### src/rtl/codec_pkg.sv
package codec_pkg;

  typedef enum logic [1:0] {
    PORT_INDEX = 2'd0,
    PORT_DATA  = 2'd1,
    PORT_STAT  = 2'd2,
    PORT_PIO   = 2'd3
  } port_e;

  localparam int REG_W    = 8;
  localparam int NUM_REGS = 16;
  localparam int IDX_AW   = $clog2(NUM_REGS);

  localparam int VOL_L_IDX = 6;
  localparam int VOL_R_IDX = 7;
  localparam int FMT_IDX   = 8;
  localparam int CFG_IDX   = 9;
  localparam int CNT_H_IDX = 14;
  localparam int CNT_L_IDX = 15;

  localparam int MUTE_BIT   = 7;
  localparam int STEREO_BIT = 4;
  localparam int PEN_BIT    = 0;
  localparam int CEN_BIT    = 1;

  localparam logic [REG_W-1:0] BUSY_READ = 8'h80;

  // bits an indirect register accepts while the mode lock is closed
  function automatic logic [REG_W-1:0] open_bits(input logic [IDX_AW-1:0] idx);
    if (idx == IDX_AW'(FMT_IDX))      open_bits = '0;
    else if (idx == IDX_AW'(CFG_IDX)) open_bits = REG_W'((1 << (CEN_BIT + 1)) - 1);
    else                              open_bits = '1;
  endfunction

endpackage

### src/rtl/codec_init_timer.sv
module codec_init_timer #(
  parameter int INIT_CYCLES = 64
) (
  input  logic clk,
  input  logic rst,
  output logic init_busy
);
  localparam int CW = $clog2(INIT_CYCLES + 1);

  logic [CW-1:0] remain_q;

  always_ff @(posedge clk) begin
    if (rst)                 remain_q <= CW'(INIT_CYCLES);
    else if (remain_q != '0) remain_q <= remain_q - 1'b1;
  end

  assign init_busy = (remain_q != '0);
endmodule

### src/rtl/codec_regbank.sv
module codec_regbank
  import codec_pkg::*;
#(
  parameter int NREG = NUM_REGS,
  parameter int W    = REG_W
) (
  input  logic                      clk,
  input  logic                      rst,
  input  logic                      wr_en,
  input  logic [$clog2(NREG)-1:0]   wr_idx,
  input  logic [W-1:0]              wr_data,
  input  logic                      mce,
  output logic [NREG-1:0][W-1:0]    regs_q
);
  localparam int AW = $clog2(NREG);

  logic [W-1:0] wmask;

  always_comb begin
    wmask = mce ? '1 : W'(open_bits(IDX_AW'(wr_idx)));
  end

  always_ff @(posedge clk) begin
    if (rst) begin
      for (int i = 0; i < NREG; i++) regs_q[i] <= '0;
    end else if (wr_en) begin
      regs_q[wr_idx] <= (regs_q[wr_idx] & ~wmask) | (wr_data & wmask);
    end
  end

  logic unused_aw;
  assign unused_aw = ^AW;
endmodule

### src/rtl/codec_stream.sv
module codec_stream #(
  parameter int CNT_W = 16
) (
  input  logic             clk,
  input  logic             rst,
  input  logic             tick,
  input  logic             pen,
  input  logic             cen,
  input  logic             stereo,
  input  logic             trd,
  input  logic [CNT_W-1:0] reload,
  input  logic             play_supply,
  input  logic             cap_take,
  input  logic             stat_clr,
  output logic             play_pend,
  output logic             cap_pend,
  output logic             int_flag,
  output logic             ser_flag,
  output logic             play_lr,
  output logic             cap_lr,
  output logic             play_drq,
  output logic             cap_drq
);
  logic [CNT_W-1:0] count_q;
  logic             expire;
  logic             starved;

  assign expire  = pen && tick && (count_q == '0);
  assign starved = pen && tick && play_pend && !play_supply;

  always_ff @(posedge clk) begin
    if (rst) begin
      count_q   <= '0;
      int_flag  <= 1'b0;
      ser_flag  <= 1'b0;
      play_pend <= 1'b0;
      cap_pend  <= 1'b0;
      play_lr   <= 1'b0;
      cap_lr    <= 1'b0;
    end else begin
      if (!pen)      count_q <= reload;
      else if (tick) count_q <= (count_q == '0) ? reload : count_q - 1'b1;

      if (expire)        int_flag <= 1'b1;
      else if (stat_clr) int_flag <= 1'b0;

      if (starved)       ser_flag <= 1'b1;
      else if (stat_clr) ser_flag <= 1'b0;

      if (!pen)             play_pend <= 1'b0;
      else if (tick)        play_pend <= 1'b1;
      else if (play_supply) play_pend <= 1'b0;

      if (!cen)          cap_pend <= 1'b0;
      else if (tick)     cap_pend <= 1'b1;
      else if (cap_take) cap_pend <= 1'b0;

      if (!stereo)          play_lr <= 1'b0;
      else if (play_supply) play_lr <= ~play_lr;

      if (!stereo)       cap_lr <= 1'b0;
      else if (cap_take) cap_lr <= ~cap_lr;
    end
  end

  logic hold_req;
  assign hold_req = trd && int_flag;
  assign play_drq = play_pend && !hold_req;
  assign cap_drq  = cap_pend && !hold_req;
endmodule

### src/rtl/codec_hostif.sv
module codec_hostif
  import codec_pkg::*;
#(
  parameter int INIT_CYCLES = 64,
  parameter int CNT_W       = 16
) (
  input  logic       clk,
  input  logic       rst,
  input  logic [1:0] host_addr,
  input  logic       host_wr,
  input  logic [7:0] host_wdata,
  output logic [7:0] host_rdata,
  input  logic       pwr_down,
  input  logic       sample_tick,
  output logic       play_drq,
  input  logic       play_ack,
  input  logic [7:0] play_data,
  output logic       cap_drq,
  input  logic       cap_ack,
  input  logic [7:0] cap_data,
  output logic [7:0] dac_left,
  output logic [7:0] dac_right
);
  localparam int AF_W = IDX_AW + 1;

  port_e port_sel;
  assign port_sel = port_e'(host_addr);

  logic init_busy, busy;
  codec_init_timer #(.INIT_CYCLES(INIT_CYCLES)) u_init (
    .clk(clk), .rst(rst), .init_busy(init_busy)
  );
  assign busy = init_busy || pwr_down;

  // index port state
  logic            mce_q, trd_q;
  logic [AF_W-1:0] addr_q;
  always_ff @(posedge clk) begin
    if (rst) begin
      mce_q  <= 1'b0;
      trd_q  <= 1'b0;
      addr_q <= '0;
    end else if (host_wr && port_sel == PORT_INDEX) begin
      mce_q  <= host_wdata[6];
      trd_q  <= host_wdata[5];
      addr_q <= host_wdata[AF_W-1:0];
    end
  end

  logic in_range;
  assign in_range = !addr_q[AF_W-1];

  logic data_wr;
  assign data_wr = host_wr && port_sel == PORT_DATA && !busy && in_range;

  logic [NUM_REGS-1:0][REG_W-1:0] regs;
  codec_regbank #(.NREG(NUM_REGS), .W(REG_W)) u_regs (
    .clk(clk), .rst(rst), .wr_en(data_wr), .wr_idx(addr_q[IDX_AW-1:0]),
    .wr_data(host_wdata), .mce(mce_q), .regs_q(regs)
  );

  logic pio_wr, stat_wr, supply;
  assign pio_wr  = host_wr && port_sel == PORT_PIO;
  assign stat_wr = host_wr && port_sel == PORT_STAT;
  assign supply  = pio_wr || play_ack;

  logic play_pend, cap_pend, int_flag, ser_flag, play_lr, cap_lr;
  codec_stream #(.CNT_W(CNT_W)) u_stream (
    .clk(clk), .rst(rst), .tick(sample_tick),
    .pen(regs[CFG_IDX][PEN_BIT]), .cen(regs[CFG_IDX][CEN_BIT]),
    .stereo(regs[FMT_IDX][STEREO_BIT]), .trd(trd_q),
    .reload(CNT_W'({regs[CNT_H_IDX], regs[CNT_L_IDX]})),
    .play_supply(supply), .cap_take(cap_ack), .stat_clr(stat_wr),
    .play_pend(play_pend), .cap_pend(cap_pend), .int_flag(int_flag),
    .ser_flag(ser_flag), .play_lr(play_lr), .cap_lr(cap_lr),
    .play_drq(play_drq), .cap_drq(cap_drq)
  );

  // sample path to the converters
  logic [7:0] sample_q, cap_hold_q;
  always_ff @(posedge clk) begin
    if (rst) begin
      sample_q   <= '0;
      cap_hold_q <= '0;
      dac_left   <= '0;
      dac_right  <= '0;
    end else begin
      if (pio_wr)        sample_q <= host_wdata;
      else if (play_ack) sample_q <= play_data;
      if (cap_ack) cap_hold_q <= cap_data;
      dac_left  <= (mce_q || regs[VOL_L_IDX][MUTE_BIT]) ? '0 : sample_q;
      dac_right <= (mce_q || regs[VOL_R_IDX][MUTE_BIT]) ? '0 : sample_q;
    end
  end

  // registered read mux
  logic [7:0] status_byte, rd_next;
  assign status_byte = {1'b0, cap_lr, cap_pend, ser_flag,
                        1'b0, play_lr, play_pend, int_flag};

  always_comb begin
    unique case (port_sel)
      PORT_INDEX: rd_next = {busy, mce_q, trd_q, 5'(addr_q)};
      PORT_DATA:  rd_next = busy ? BUSY_READ :
                            (in_range ? regs[addr_q[IDX_AW-1:0]] : 8'h00);
      PORT_STAT:  rd_next = status_byte;
      default:    rd_next = cap_hold_q;
    endcase
  end

  always_ff @(posedge clk) begin
    if (rst) host_rdata <= '0;
    else     host_rdata <= rd_next;
  end
endmodule

### config.mk
export PLATFORM = sky130hd
export DESIGN_NAME = codec_hostif
export DESIGN_NICKNAME = d
export VERILOG_FILES = /design/src/rtl/codec_pkg.sv /design/src/rtl/codec_init_timer.sv /design/src/rtl/codec_regbank.sv /design/src/rtl/codec_stream.sv /design/src/rtl/codec_hostif.sv
export SDC_FILE = /design/constraint.sdc
export NUM_CORES = 1
export LEC_CHECK = 0
export BUFFER_PORTS_ARGS = -buffer_cell sky130_fd_sc_hd__buf_2
export CAP_MARGIN = 20
export CORE_ASPECT_RATIO = 1.2
export CORE_UTILIZATION = 60
export DETAILED_ROUTE_END_ITERATION = 10
export GPL_TIMING_DRIVEN = 0
export PLACE_DENSITY_LB_ADDON = 0.15
export SYNTH_ARGS = -nofsm -noshare
export SYNTH_HDL_FRONTEND = slang
export SYNTH_SLANG_ARGS = --single-unit
### constraint.sdc
create_clock -name clk -period 3.2 [get_ports clk]
set_clock_uncertainty 0.05 [all_clocks]
set_input_delay 0.32 -clock clk [delete_from_list [all_inputs] [get_ports clk]]
set_output_delay 0.32 -clock clk [all_outputs]
set_load 0.02 [all_outputs]
# Word level (Yosys, flattened, before mapping)
# Index checks and enable logic that the tools add are counted.
op_classes:
  n_shift: 0
  n_bitwise: 9
  mul: 0
  reduce_logical: 35
  magnitude_cmp: 2
  n_eq_ne: 6
  div: 0
  muxes: 23
  n_addsub: 2
op_table:
  columns: ["operator", "n"]
  rows:
  - ["bitwise mux 128 bit", 1]
  - ["two-way mux 8 bit", 9]
  - ["two-way mux 16 bit", 3]
  - ["binary-select mux 8 bit (select 4 bit)", 1]
  - ["demux 8 bit (select 4 bit)", 1]
  - ["case mux 8 bit (3 select lines)", 1]
  - ["AND 8 bit", 2]
  - ["zero test 16 bit", 1]
  - ["subtractor 16 x 1 -> 16 bit (second input constant)", 1]
  - ["logical AND 1 bit", 14]
  - ["nonzero test 2 bit", 5]
  - ["OR reduction 2 bit", 5]
  - ["== test 4 bit (second input constant)", 2]
  - ["inverter 8 bit", 1]
  - ["OR 8 bit", 1]
  - ["two-way mux 1 bit", 7]
  - ["nonzero test 7 bit", 1]
  - ["subtractor 7 x 1 -> 7 bit (second input constant)", 1]
  - ["< comparator 4 x 5 -> 1 bit (second input constant)", 1]
  - ["inverter 1 bit", 5]
  - ["== test 2 bit (second input constant)", 2]
  - ["greater-or-equal comparator 4 x 1 -> 1 bit (second input constant)", 1]
  - ["zero test 1 bit", 4]
  - ["logical OR 1 bit", 4]
  - ["3 further kinds", 3]
word_totals:
  latchBits: 0
  register_bits: 204
  wordCells: 109
  ram_bits: 0
  rom_bits: 0
  in_bits: 33
  out_inout_bits: 26
  n_memories: 0

# Longest topological paths before layout
# Gate-level depths: netlist of run 1.
depth:
  depth_word: 8
  depth_mapped: 10
  mapped_depth_nobuf: 7

# By module
# Synthesis of run 1 repeated with hierarchy kept, for this count alone.
unflattened:
  cells_unflattened: 1068
  area_unflattened_um2: 9390.3
modules_own_cells:
  columns: ["module", "cells_each", "area_per_inst_um2", "seq_area_each_um2", "instances"]
  rows:
  - ["codec_regbank", 552, 4799.6, 2562.5, 1]
  - ["codec_hostif", 312, 2875.3, 940.9, 1]
  - ["codec_stream", 167, 1355.0, 440.4, 1]
  - ["codec_init_timer", 37, 360.3, 140.1, 1]

# Least setup slack after synthesis of run 1
# Ideal clock, no wire load.
synth_path:
  path_type: "flip-flop to flip-flop"
  from: "register u_init.remain_q[2]"
  to: "register u_regs.regs_q[59] in the netlist's numbering"
  synth_period_minus_slack_ns: 2.382
  setup_ns: 0.128
  n_path_buf: 2
  path_stages_with_launch: 8
  arrival_time_ns: 2.204
  path_slack_ns: 0.818
  t_required_ns: 3.022
  cell_sequence: "dfxtp_1 > or4_1 > buf_2 > or4_4 > nor4b_2 > buf_4 > mux2i_1 > nor2_1"
synth_between:
  elab_chain_len: 5
synth_lines:
  columns: ["item", "line", "source"]
  rows:
  - ["start, declared", "codec_init_timer.sv:10", "logic [CW-1:0] remain_q;"]
  - ["start signal, assigned", "codec_init_timer.sv:13", "if (rst) remain_q <= CW'(INIT_CYCLES);"]
  - ["start signal, assigned", "codec_init_timer.sv:14", "else if (remain_q != '0) remain_q <= remain_q - 1'b1;"]
  - ["nonzero test 7 bit", "codec_init_timer.sv:17", "assign init_busy = (remain_q != '0);"]
  - ["logical OR 1 bit", "codec_hostif.sv:33", "assign busy = init_busy || pwr_down;"]
  - ["zero test 1 bit", "codec_hostif.sv:54", "assign data_wr = host_wr && port_sel == PORT_DATA && !busy && in_range;"]
  - ["logical AND 1 bit (2 in series)", "codec_hostif.sv:54", null]
  - ["end signal, assigned by index", "codec_regbank.sv:27", "regs_q[wr_idx] <= (regs_q[wr_idx] & ~wmask) | (wr_data & wmask);"]
  - ["end, declared", "codec_regbank.sv:13", "output logic [NREG-1:0][W-1:0] regs_q"]
# No other way between the ends.
# A chain may end at the register's enable or synchronous reset.

# Worst setup path in the final report of run 1
layout_path:
  from: "register addr_q[0]"
  to: "register host_rdata[0]"
layout_between:
  elab_chain_len: 5
layout_lines:
  columns: ["item", "line", "source"]
  rows:
  - ["start, declared", "codec_hostif.sv:37", "logic [AF_W-1:0] addr_q;"]
  - ["start signal, assigned", "codec_hostif.sv:46", "addr_q <= host_wdata[AF_W-1:0];"]
  - ["binary-select mux 8 bit (select 4 bit)", "codec_hostif.sv:105", "(in_range ? regs[addr_q[IDX_AW-1:0]] : 8'h00);"]
  - ["two-way mux 8 bit (not written as such)", "codec_hostif.sv:105", null]
  - ["two-way mux 8 bit", "codec_hostif.sv:105", null]
  - ["two-way mux 8 bit", "codec_hostif.sv:104", "PORT_DATA: rd_next = busy ? BUSY_READ :"]
  - ["case mux 8 bit (3 select lines) (*)", "codec_hostif.sv:102", "unique case (port_sel)"]
  - ["end signal, assigned", "codec_hostif.sv:113", "else host_rdata <= rd_next;"]
  - ["end, declared", "codec_hostif.sv:12", "output logic [7:0] host_rdata,"]
# Mark *: on every way between the ends. The rest lies on a longest branch, timed or not. The select of a mux whose other input is x is not followed.

==> flow_summary_export.csv, run 1 <==
group,metric,value,unit
sta,hold_viol_final,0,
global_routing,antenna_found_initial,0,
logic_synthesis,synth_seq_area_share,44.5,%
routing,drc_errors,0,
routing,vias_per_cell,6.16,
cts,cts_buffers,20,
routing,drt_iter0_drc,888,
floorplanning,die-area,15800,um2
final_layout,regArea,4080,um2
placed_design,dp_cells,1271,
routing,drtAntennaViolNets,0,
global_routing,grt_use_total,35.6,%
hold_path,holdCritPathClass,"in -> reg",
global_routing,grt_pass1_wl,42200,um
logic_synthesis,synthTopCellsByArea,"dfxtp_1, mux2i_1, mux4_2",
placed_design,portBuffers,56,
logic_synthesis,yosysWarnings,0,
final_layout,instances_no_fill,1307,
setup_path,cp_cell_sequence,"clkbuf_1, buf_2, clkbuf_1, mux4_2, mux2i_1, o211ai_1",
setup_path,start_kind,"register",
global_routing,grt-ovfl-total,0,
logic_synthesis,syn_area,9170,um2
cts,holdBufCountCts,0,
sta,rsz0062_at_grt,"false",
routing,wl,27500,um
logic_synthesis,dominantRegCellSynth,"dfxtp_1",
setup_path,critical_path_required,3.51,ns
logic_synthesis,synth-edff-count,0,
final_layout,syn2layout_area_growth,13.6,%
cts,cts_buffer_depth,3,
logic_synthesis,syn-mean-instance-area,9.07,um2
placed_design,dpl.hpwl,19200,um
floorplanning,dieHeight,137,um
logic_synthesis,synth_area_leader_cell,"dfxtp_1",
floorplanning,rows,49,
final_layout,stdcell_area,10400,um2
global_routing,grt_pass1_vias,7563,
final_layout,multi_input_area,4770,um2
sta,fmax,328,MHz
routing,wire_per_inst,21.1,um
sta,relSlewSlack,38.3,%
placed_design,placed_cell_area,9700,um2
cts,cts.sinks,204,
sta,fin_worst_hold_slack,0.00872,ns
sta,tightestPinTransition,0.917,ns
logic_synthesis,synth-seq-cells,204,
logic_synthesis,netlist.area_leader.share,44.5,%
routing,vias,8045,
setup_path,cpMostUsedCell,"clkbuf_1",
logic_synthesis,syn-instance-count,1011,
floorplanning,die_w,115,um
sta,setup-violations-final,0,
sta,finalCritPeriodShare,95.2,%
final_layout,drive_above_1_share,14.9,%
routing,first_pass_iters,7,
final_layout,diodes,0,
power_and_ir_drop,power_density,546,nW/um2
power_and_ir_drop,peakVddDrop,0.462,mV
cts,clock-root-buffer,"clkbuf_16",
setup_path,cpPeakStageDelay,0.66,ns
cts,cts_tree,"built",
cts,clock_latency,0.51,ns
floorplanning,initial_core_util,61.3,%
setup_path,crit_path_end_kind,"register",
logic_synthesis,ys_types,66,
setup_path,worstSetupPathType,"reg -> reg",
setup_path,cp_max_fo,10,
logic_synthesis,async_flop_share,0,%
job,drv_cap,0,
final_layout,fin_nets,1126,
sta,period_needed,3.04,ns
setup_path,arrival,3.36,ns
status,status,"finished clean",
logic_synthesis,syn_nets,1048,
floorplanning,coreArea,15000,um2
cts,cts_max_level,1,
global_routing,grt_max_degree,15,
floorplanning,io_pins,59,
cts,clkTransAtPathRegs,0.06,ns
sta,maxSlewViolCount,0,
power_and_ir_drop,leakagePower,4.16,nW
final_layout,fill_cells,1224,
placed_design,gp_congestion,0.987,
setup_path,cp_slowest_cell,"clkbuf_1",
worst max-delay path, delay by kind of cell, from the launching register on:
kind            cells  cell delay [ns]
compound gates      1             0.12
buf+inv             3             1.62
flops               1             0.31
mux                 2             0.78
report_power, final:
| group | internal (mW) | leakage, nW | switching, mW |
|---|---|---|---|
| Combinational | 0.196 | 2.16 | 0.376 |
| Clock | 1.45 | 0.340 | 1.01 |
| Sequential | 2.61 | 1.65 | 0.0495 |
cells by family (layout without fill, tap and decap cells):
family / Yosys count / in the layout / synth area share, %
multiplexers: 137 / 137 / 19.2
AND/OR/NAND/NOR: 423 / 423 / 21.3
flip-flops: 204 / 204 / 44.5
adder cells (fa/ha/maj): 4 / 4 / 0.546
AO/OA/AOI/OAI: 152 / 152 / 10.0
buffers and inverters: 84 / 176 / 3.68
XOR/XNOR: 7 / 7 / 0.669
cell usage in the layout, fill, tap and decap left out, types with 9 or more instances in the layout:
master     instances
o21ai_0           11
nor3_1            20
clkbuf_16         21
mux4_2            30
mux2i_1           98
mux2_2             9
dfxtp_1          204
a21oi_1           76
buf_2             65
clkbuf_1          56
nand3_1           21
and2_1            18
a211oi_1          14
nor2_1           129
nand2_1          171
what timing repair did:
action,4_1_cts,5_1_grt
setup buffers,0,0
endpoints found under the hold margin,0,0
gates resized for setup,3,11
gates cloned,0,0
setup endpoints to repair,40,45
cell type report:
cell class	instances	area share [%]
buffer	74	2.94
multi-input combinational	723	45.8
clock inverter	4	0.468
inverter	10	0.360
timing repair buffer	56	2.69
sequential	204	39.2
tap	204	2.45
clock buffer	32	6.11
cells in the mapped netlist, types with 6 or more instances:
master,instances
a211oi_1,14
a21oi_1,80
a221oi_1,6
a31oi_1,8
and2_1,18
and3_1,6
buf_1,7
buf_2,9
clkbuf_1,55
dfxtp_1,204
inv_1,8
mux2_2,9
mux2i_1,98
mux4_2,30
nand2_1,171
nand2b_1,8
nand3_1,21
nor2_1,129
nor3_1,20
nor4_1,6
o21ai_0,11
or4_1,7
sequential cells by signal, indices dropped and copies added (netlist names), 5 cells and up:
name / count
addr_q: 5
host_rdata: 8
u_regs.regs_q: 128
u_init.remain_q: 7
dac_right: 8
cap_hold_q: 8
sample_q: 8
u_stream.count_q: 16
dac_left: 8
layer usage:
layer  GRT usage (%)  part of all wire (%)  vias to the layer above  wire, um
li1                -                     -                     3689         -
met1            45.1                    39                     3822     10800
met2            59.2                    47                      444     13000
met3            6.69                   9.6                       90      2650
met4            15.6                   4.2                        0      1150
met5               0                     0                        -         0
metrics by stage:
step / total power [mW] / util (%) / setup slack, ns / TNS, ns
after floorplan: 3.08 / - / 0.818 / 0
after global placement: 3.26 / 64.9 / -0.363 / -8.91
after detailed placement: 3.27 / 64.9 / -0.450 / -11.67
after CTS: 5.68 / 69.5 / -0.0172 / -0.0487
after global routing: 5.84 / 69.6 / 0.0268 / 0
final: 5.69 / 69.6 / 0.155 / 0
final timing paths:
path | startpoint | to | slack [ns] | depth (start not counted)
worst max-delay path | addr_q[0]$_SDFFE_PP0P_ | host_rdata[0]$_SDFF_PP0_ | 0.16 | 6
worst min-delay path | cap_data[6] | cap_hold_q[6]$_SDFFE_PP0P_ | 0.009 | 3
worst max register to register | addr_q[0]$_SDFFE_PP0P_ | host_rdata[0]$_SDFF_PP0_ | 0.16 | 6
worst min register to register | u_regs.regs_q[90]$_SDFFE_PP0P_ | u_regs.regs_q[90]$_SDFFE_PP0P_ | 0.40 | 2
(Power assumes the default switching activity.)
==> run 2, diff against run 1 <==
==> constraint.sdc (replaced) <==
create_clock -name clk -period 3.3 [get_ports clk]
set_clock_uncertainty 0.05 [all_clocks]
set_input_delay 0.33 -clock clk [delete_from_list [all_inputs] [get_ports clk]]
set_output_delay 0.33 -clock clk [all_outputs]
set_load 0.02 [all_outputs]
==> run 2 against run 1 <==
Net effect: flip-flop and latch count is the same; final area is essentially flat; sequential share of layout area is essentially flat; worst setup slack gained 0.045 ns; count of clock-buffer cells in the layout is the same; utilization is essentially flat; total power shrank 3.2%; via count grew 0.68%; critical path depth grew 2; critical endpoint is now u_regs.regs_q[109]$_SDFFE_PP0P_.
==> flow_summary_export.csv, run 2 (same netlist as run 1, synthesis figures left out) <==
group,metric,value,unit
status,status,"finished clean",
power_and_ir_drop,leakagePower,4.15,nW
sta,fmax,323,MHz
placed_design,dp_cells,1271,
placed_design,dp_slack,-0.350,ns
sta,tightestPinTransition,0.883,ns
final_layout,drive_above_1_share,14.5,%
sta,worst_slack,0.200,ns
global_routing,antenna_found_initial,0,
setup_path,critical_path_required,3.68,ns
setup_path,cp_cell_sequence,"clkbuf_1, nor4b_2, buf_2, nor2_1, a21oi_2, clkbuf_1, mux2i_1, nor2_1",
routing,drc_errors,0,
sta,rsz0062_at_grt,"false",
routing,wl,27400,um
cts,clkTransAtPathRegs,0.06,ns
placed_design,dpl.hpwl,19200,um
final_layout,top_register,"u_regs.regs_q",
cts,holdBufCountCts,0,
setup_path,arrival,3.48,ns
floorplanning,dieHeight,137,um
power_and_ir_drop,swShare,25.1,%
cts,cts_buffer_depth,3,
routing,drt_iter0_drc,773,
cts,cts_max_level,1,
cts,clock-root-buffer,"clkbuf_16",
setup_path,worstSetupPathType,"reg -> reg",
global_routing,grt_pass1_vias,7565,
routing,first_pass_iters,5,
global_routing,grt_pass1_wl,42100,um
placed_design,placed_cell_area,9700,um2
floorplanning,initial_core_util,61.3,%
final_layout,instances_no_fill,1308,
sta,finalCritPeriodShare,93.9,%
power_and_ir_drop,switchingPower,1.38,mW
cts,cts_buffers,20,
final_layout,final_cell_mix,"dfxtp_1, nand2_1, nor2_1",
floorplanning,die_w,115,um
sta,maxSlewViolCount,0,
cts,cts_resized,0,
placed_design,portBuffers,56,
floorplanning,rows,49,
setup_path,cp_slowest_cell,"clkbuf_1",
final_layout,regArea,4080,um2
sta,fin_worst_hold_slack,0.0153,ns
placed_design,gp_congestion,0.987,
final_layout,fin_nets,1127,
floorplanning,coreArea,15000,um2
final_layout,multi_input_area,4760,um2
global_routing,grt_max_degree,15,
final_layout,reg_top3,"u_regs.regs_q (128), u_stream.count_q (16)",
setup_path,rr_worst_depth,8,
power_and_ir_drop,clkPwrFrac,43.0,%
final_layout,mostFrequentLayoutCell,"dfxtp_1",
final_layout,largest_register_ffs,128,
setup_path,cp_max_fo,10,
floorplanning,die-area,15800,um2
floorplanning,io_pins,59,
final_layout,syn2layout_area_growth,13.6,%
final_layout,stdcell_area,10400,um2
hold_path,holdCritPathClass,"in -> reg",
power_and_ir_drop,power_density,529,nW/um2
job,drv_cap,0,
power_and_ir_drop,cellInternalPower,4.12,mW
sta,period_needed,3.10,ns
setup_path,cpPeakStageDelay,0.64,ns
setup_path,start_kind,"register",
sta,hold_viol_final,0,
final_layout,diodes,0,
final_layout,fill_cells,1225,
power_and_ir_drop,peakVddDrop,0.448,mV
hold_path,min_path_cells,3,
cts,cts_tree,"built",
final_layout,utilization,69.6,%
power_and_ir_drop,finalPower,5.51,mW
routing,wire_per_inst,21.0,um
cts,postCtsSetupRepairBufs,0,
setup_path,crit_path_end_kind,"register",
power_and_ir_drop,comb_power_share,10.1,%
routing,vias,8100,
sta,final.setup.tns,0,ns
routing,vias_per_cell,6.19,
power_and_ir_drop,p_seq_share,46.9,%
routing,drtAntennaViolNets,0,
global_routing,grt-ovfl-total,0,
cts,clock_latency,0.51,ns
sta,relSlewSlack,40.6,%
cts,cts.sinks,204,
sta,setup-violations-final,0,
global_routing,grt_use_total,35.5,%
## run 2: final timing paths
path	endpoint	slack, ns	startpoint
setup / recovery	u_regs.regs_q[109]$_SDFFE_PP0P_	0.20	addr_q[1]$_SDFFE_PP0P_
hold reg to reg	u_regs.regs_q[90]$_SDFFE_PP0P_	0.40	u_regs.regs_q[90]$_SDFFE_PP0P_
setup reg to reg	u_regs.regs_q[109]$_SDFFE_PP0P_	0.20	addr_q[1]$_SDFFE_PP0P_
hold / removal	cap_hold_q[6]$_SDFFE_PP0P_	0.02	cap_data[6]
## run 2: critical path, delay by kind of cell, from the launching register on
family	cells	cell delay, ns
buffers and inverters	3	1.26
AOI/OAI and AO/OA	1	0.49
muxes	1	0.15
DFF	1	0.30
and+or+nand+nor	3	0.75
## run 2: cell type report
cell class | count | area share (%)
timing repair buffer | 57 | 2.76
buffer | 74 | 2.89
sequential | 204 | 39.2
inverter | 10 | 0.360
tap | 204 | 2.45
multi-input combinational | 723 | 45.7
clock inverter | 4 | 0.468
clock buffer | 32 | 6.11
## run 2: metal layers
layer,GRT usage [%],vias up,part of all wire [%]
li1,-,3693,-
met1,44.8,3864,39
met2,59.0,450,47
met3,6.95,93,10
met4,15.8,0,4.3
met5,0,-,0
## run 2: power groups by stage
| stage | Sequential [mW] | Combinational (mW) | Clock, mW |
|---|---|---|---|
| final | 2.58 | 0.556 | 2.37 |
| after floorplan | 2.64 | 0.344 | 0 |
| after detailed placement | 2.63 | 0.537 | 0 |
| after global routing | 2.59 | 0.602 | 2.47 |
| after global placement | 2.63 | 0.530 | 0 |
| after CTS | 2.58 | 0.549 | 2.37 |
==> run 3, diff against run 2 <==
--- a/config.mk
+++ b/config.mk
@@ -14,4 +14,5 @@
 export PLACE_DENSITY_LB_ADDON = 0.15
 export SYNTH_ARGS = -nofsm -noshare
 export SYNTH_HDL_FRONTEND = slang
+export SYNTH_HIERARCHICAL = 1
 export SYNTH_SLANG_ARGS = --single-unit
==> run 3 against run 2 <==
Net effect: flip-flop and latch count stayed put; synthesized area is 2.4% higher; first-iteration DRC count is 46% higher; critical endpoint is now u_regs/regs_q[6]$_SDFFE_PP0P_; non-clock buffer count is 14 higher.
==> flow_summary_export.csv, run 3 <==
group,metric,value,unit
final_layout,drive_above_1_share,16.0,%
power_and_ir_drop,leakagePower,3.92,nW
setup_path,start_kind,"register",
logic_synthesis,syn_area,9390,um2
logic_synthesis,synth_common_cells,"dfxtp_1, nand2_1, o22ai_1",
cts,cts_buffers,21,
logic_synthesis,async_flop_share,0,%
sta,hold_viol_final,0,
global_routing,grt_pass1_wl,46500,um
sta,setup-violations-final,0,
setup_path,reg2reg_to,"u_regs/regs_q[6]$_SDFFE_PP0P_",
final_layout,multi_input_area,4970,um2
cts,clock_latency,0.52,ns
setup_path,critical_path_required,3.61,ns
routing,first_pass_iters,5,
floorplanning,die_w,116,um
sta,maxSlewViolCount,0,
sta,tightestPinTransition,1.11,ns
setup_path,cpPeakStageDelay,0.56,ns
cts,cts_max_level,1,
logic_synthesis,yosys.cell_count.top_type,"dfxtp_1",
logic_synthesis,syn_nets,1105,
cts,cts_tree,"built",
routing,drc_errors,0,
routing,drt_iter0_drc,1131,
routing,wl,30400,um
setup_path,worstSetupPathType,"reg -> reg",
cts,holdBufCountCts,0,
final_layout,largest_register_ffs,128,
routing,vias_per_cell,6.56,
placed_design,gp_congestion,0.977,
logic_synthesis,synth-seq-cells,204,
logic_synthesis,dominantRegCellSynth,"dfxtp_1",
floorplanning,rows,49,
power_and_ir_drop,finalPower,5.73,mW
final_layout,syn2layout_area_growth,15.4,%
cts,clock-root-buffer,"clkbuf_16",
setup_path,critPathLaunch,"u_init/remain_q[4]$_SDFFE_PP0P_",
logic_synthesis,synthTopCellsByArea,"dfxtp_1, o22ai_1, mux2i_1",
cts,cts_buffer_depth,3,
sta,period_needed,3.18,ns
setup_path,crit_path_end_kind,"register",
job,drv_cap,0,
routing,vias,8989,
sta,final.setup.tns,0,ns
setup_path,cp_slowest_cell,"or3b_2",
floorplanning,initial_core_util,62.0,%
global_routing,grt_use_total,37.8,%
power_and_ir_drop,peakVddDrop,0.430,mV
setup_path,cp_cell_sequence,"nor4_4, and2_2, buf_4, inv_1, nor2_1, and3_1, clkbuf_2, or3b_2, nor2_4, o22ai_1",
power_and_ir_drop,power_density,529,nW/um2
logic_synthesis,synth_seq_area_share,43.5,%
floorplanning,io_pins,59,
setup_path,crit-reg2reg-launch,"u_init/remain_q[4]$_SDFFE_PP0P_",
floorplanning,coreArea,15100,um2
final_layout,fill_cells,1205,
routing,drtAntennaViolNets,0,
sta,finalCritPeriodShare,96.5,%
final_layout,final_cell_mix,"dfxtp_1, nand2_1, o22ai_1",
cts,clkTransAtPathRegs,0.06,ns
global_routing,grt_max_degree,16,
hold_path,holdCritPathClass,"in -> reg",
setup_path,cp_max_fo,10,
global_routing,antenna_found_initial,1,
sta,rsz0062_at_grt,"false",
floorplanning,die-area,16200,um2
placed_design,dpl.hpwl,21300,um
floorplanning,dieHeight,139,um
logic_synthesis,ys_types,75,
sta,relSlewSlack,23.7,%
global_routing,grt_pass1_vias,8376,
setup_path,arrival,3.50,ns
logic_synthesis,syn-instance-count,1068,
final_layout,reg_top3,"u_regs/regs_q (128), u_stream/count_q (16)",
logic_synthesis,synth_area_leader_cell,"dfxtp_1",
status,status,"finished clean",
logic_synthesis,synth-edff-count,0,
final_layout,mostFrequentLayoutCell,"dfxtp_1",
logic_synthesis,syn-mean-instance-area,8.79,um2
final_layout,regArea,4080,um2
logic_synthesis,yosysWarnings,6,
final_layout,fin_nets,1187,
setup_path,worstSetupEndpoint,"u_regs/regs_q[6]$_SDFFE_PP0P_",
cts,cts.sinks,204,
routing,wire_per_inst,22.2,um
final_layout,top_register,"u_regs/regs_q",
global_routing,grt-ovfl-total,0,
setup_path,rr_worst_depth,10,
placed_design,portBuffers,57,
sta,fmax,314,MHz
logic_synthesis,netlist.area_leader.share,43.5,%
setup_path,reg2reg_slack,0.12,ns
## run 3: changes by cell type after synthesis, moves of 10 or more
cell,previous run,this run
mux2i_1,98,56
o21ai_0,11,54
nand2_1,171,114
nor2_1,129,67
nor2b_1,3,17
a21oi_1,80,63
mux4_2,30,8
nand3_1,21,71
o22ai_1,1,90
mux2_1,0,10
a211oi_1,14,29
## run 3: cell families after synthesis
kind of cell / count (synthesis) / share of synthesized area [%]
AOI/OAI and AO/OA: 282 / 18.4
adders and majority gates: 4 / 0.533
buffers and inverters: 100 / 4.81
muxes: 88 / 10.9
DFF: 204 / 43.5
xor gates and xnor gates: 5 / 0.466
and+or+nand+nor: 385 / 21.3
## run 3: area by class of cell
| class | instances | share of cell area (%) |
|---|---|---|
| buffer | 84 | 3.63 |
| sequential | 204 | 37.7 |
| timing repair buffer | 61 | 2.91 |
| tap | 204 | 2.36 |
| inverter | 14 | 0.485 |
| antenna | 1 | 0.0231 |
| clock inverter | 11 | 1.52 |
| multi-input combinational | 764 | 45.9 |
| clock buffer | 27 | 5.52 |
## run 3: how the worst min path moves through the flow
stage	slack (ns)	depth (start not counted)	to	from
2_1_floorplan	0.35	1	u_init/remain_q[1]$_SDFFE_PP0P_	rst
3_3_place_gp	0.39	2	u_regs/regs_q[65]$_SDFFE_PP0P_	u_regs/regs_q[65]$_SDFFE_PP0P_
3_5_place_dp	0.41	2	u_regs/regs_q[64]$_SDFFE_PP0P_	u_regs/regs_q[64]$_SDFFE_PP0P_
4_1_cts	0.009	3	cap_hold_q[2]$_SDFFE_PP0P_	cap_data[2]
5_1_grt	0.01	3	cap_hold_q[2]$_SDFFE_PP0P_	cap_data[2]
6_report	0.006	3	cap_hold_q[2]$_SDFFE_PP0P_	cap_data[2]
## run 3: what timing repair did
action,CTS,global route
pin swaps,0,1
buffers inserted,0,4
setup endpoints to repair,47,111
gates resized for setup,15,16
## run 3: metal layers
| metal | GRT usage, % | wire length [um] |
|---|---|---|
| met3 | 10.5 | 3410 |
| met4 | 21.8 | 1830 |
| met2 | 60.0 | 13900 |
| met5 | 0 | 0 |
| met1 | 45.3 | 11300 |
## run 3: stage by stage
step                utilization [%]  cells  instance area, um2  worst slack (ns)  hold WS [ns]
detailed placement             65.6   1329                9930            -0.257         0.407
floorplan                         -   1068                9390             0.692         0.353
CTS                            71.0   1367               10700           -0.0806       0.00873
finish                         71.6   1370               10800             0.116       0.00594
global route                   71.5   1369               10800            0.0347        0.0127
global placement               65.6   1329                9930            -0.213         0.395
## run 3: critical path: cells and delay by family (launching register included)
family / cells / cell delay, ns
compound gates: 1 / 0.14
flops: 1 / 0.35
simple gates: 6 / 2.05
buf+inv: 3 / 0.45
## run 3: power breakdown
group	internal [mW]	total, mW	switching, mW
combinational	0.202	0.550	0.347
sequential	2.53	2.59	0.0585
clock	1.60	2.59	0.998
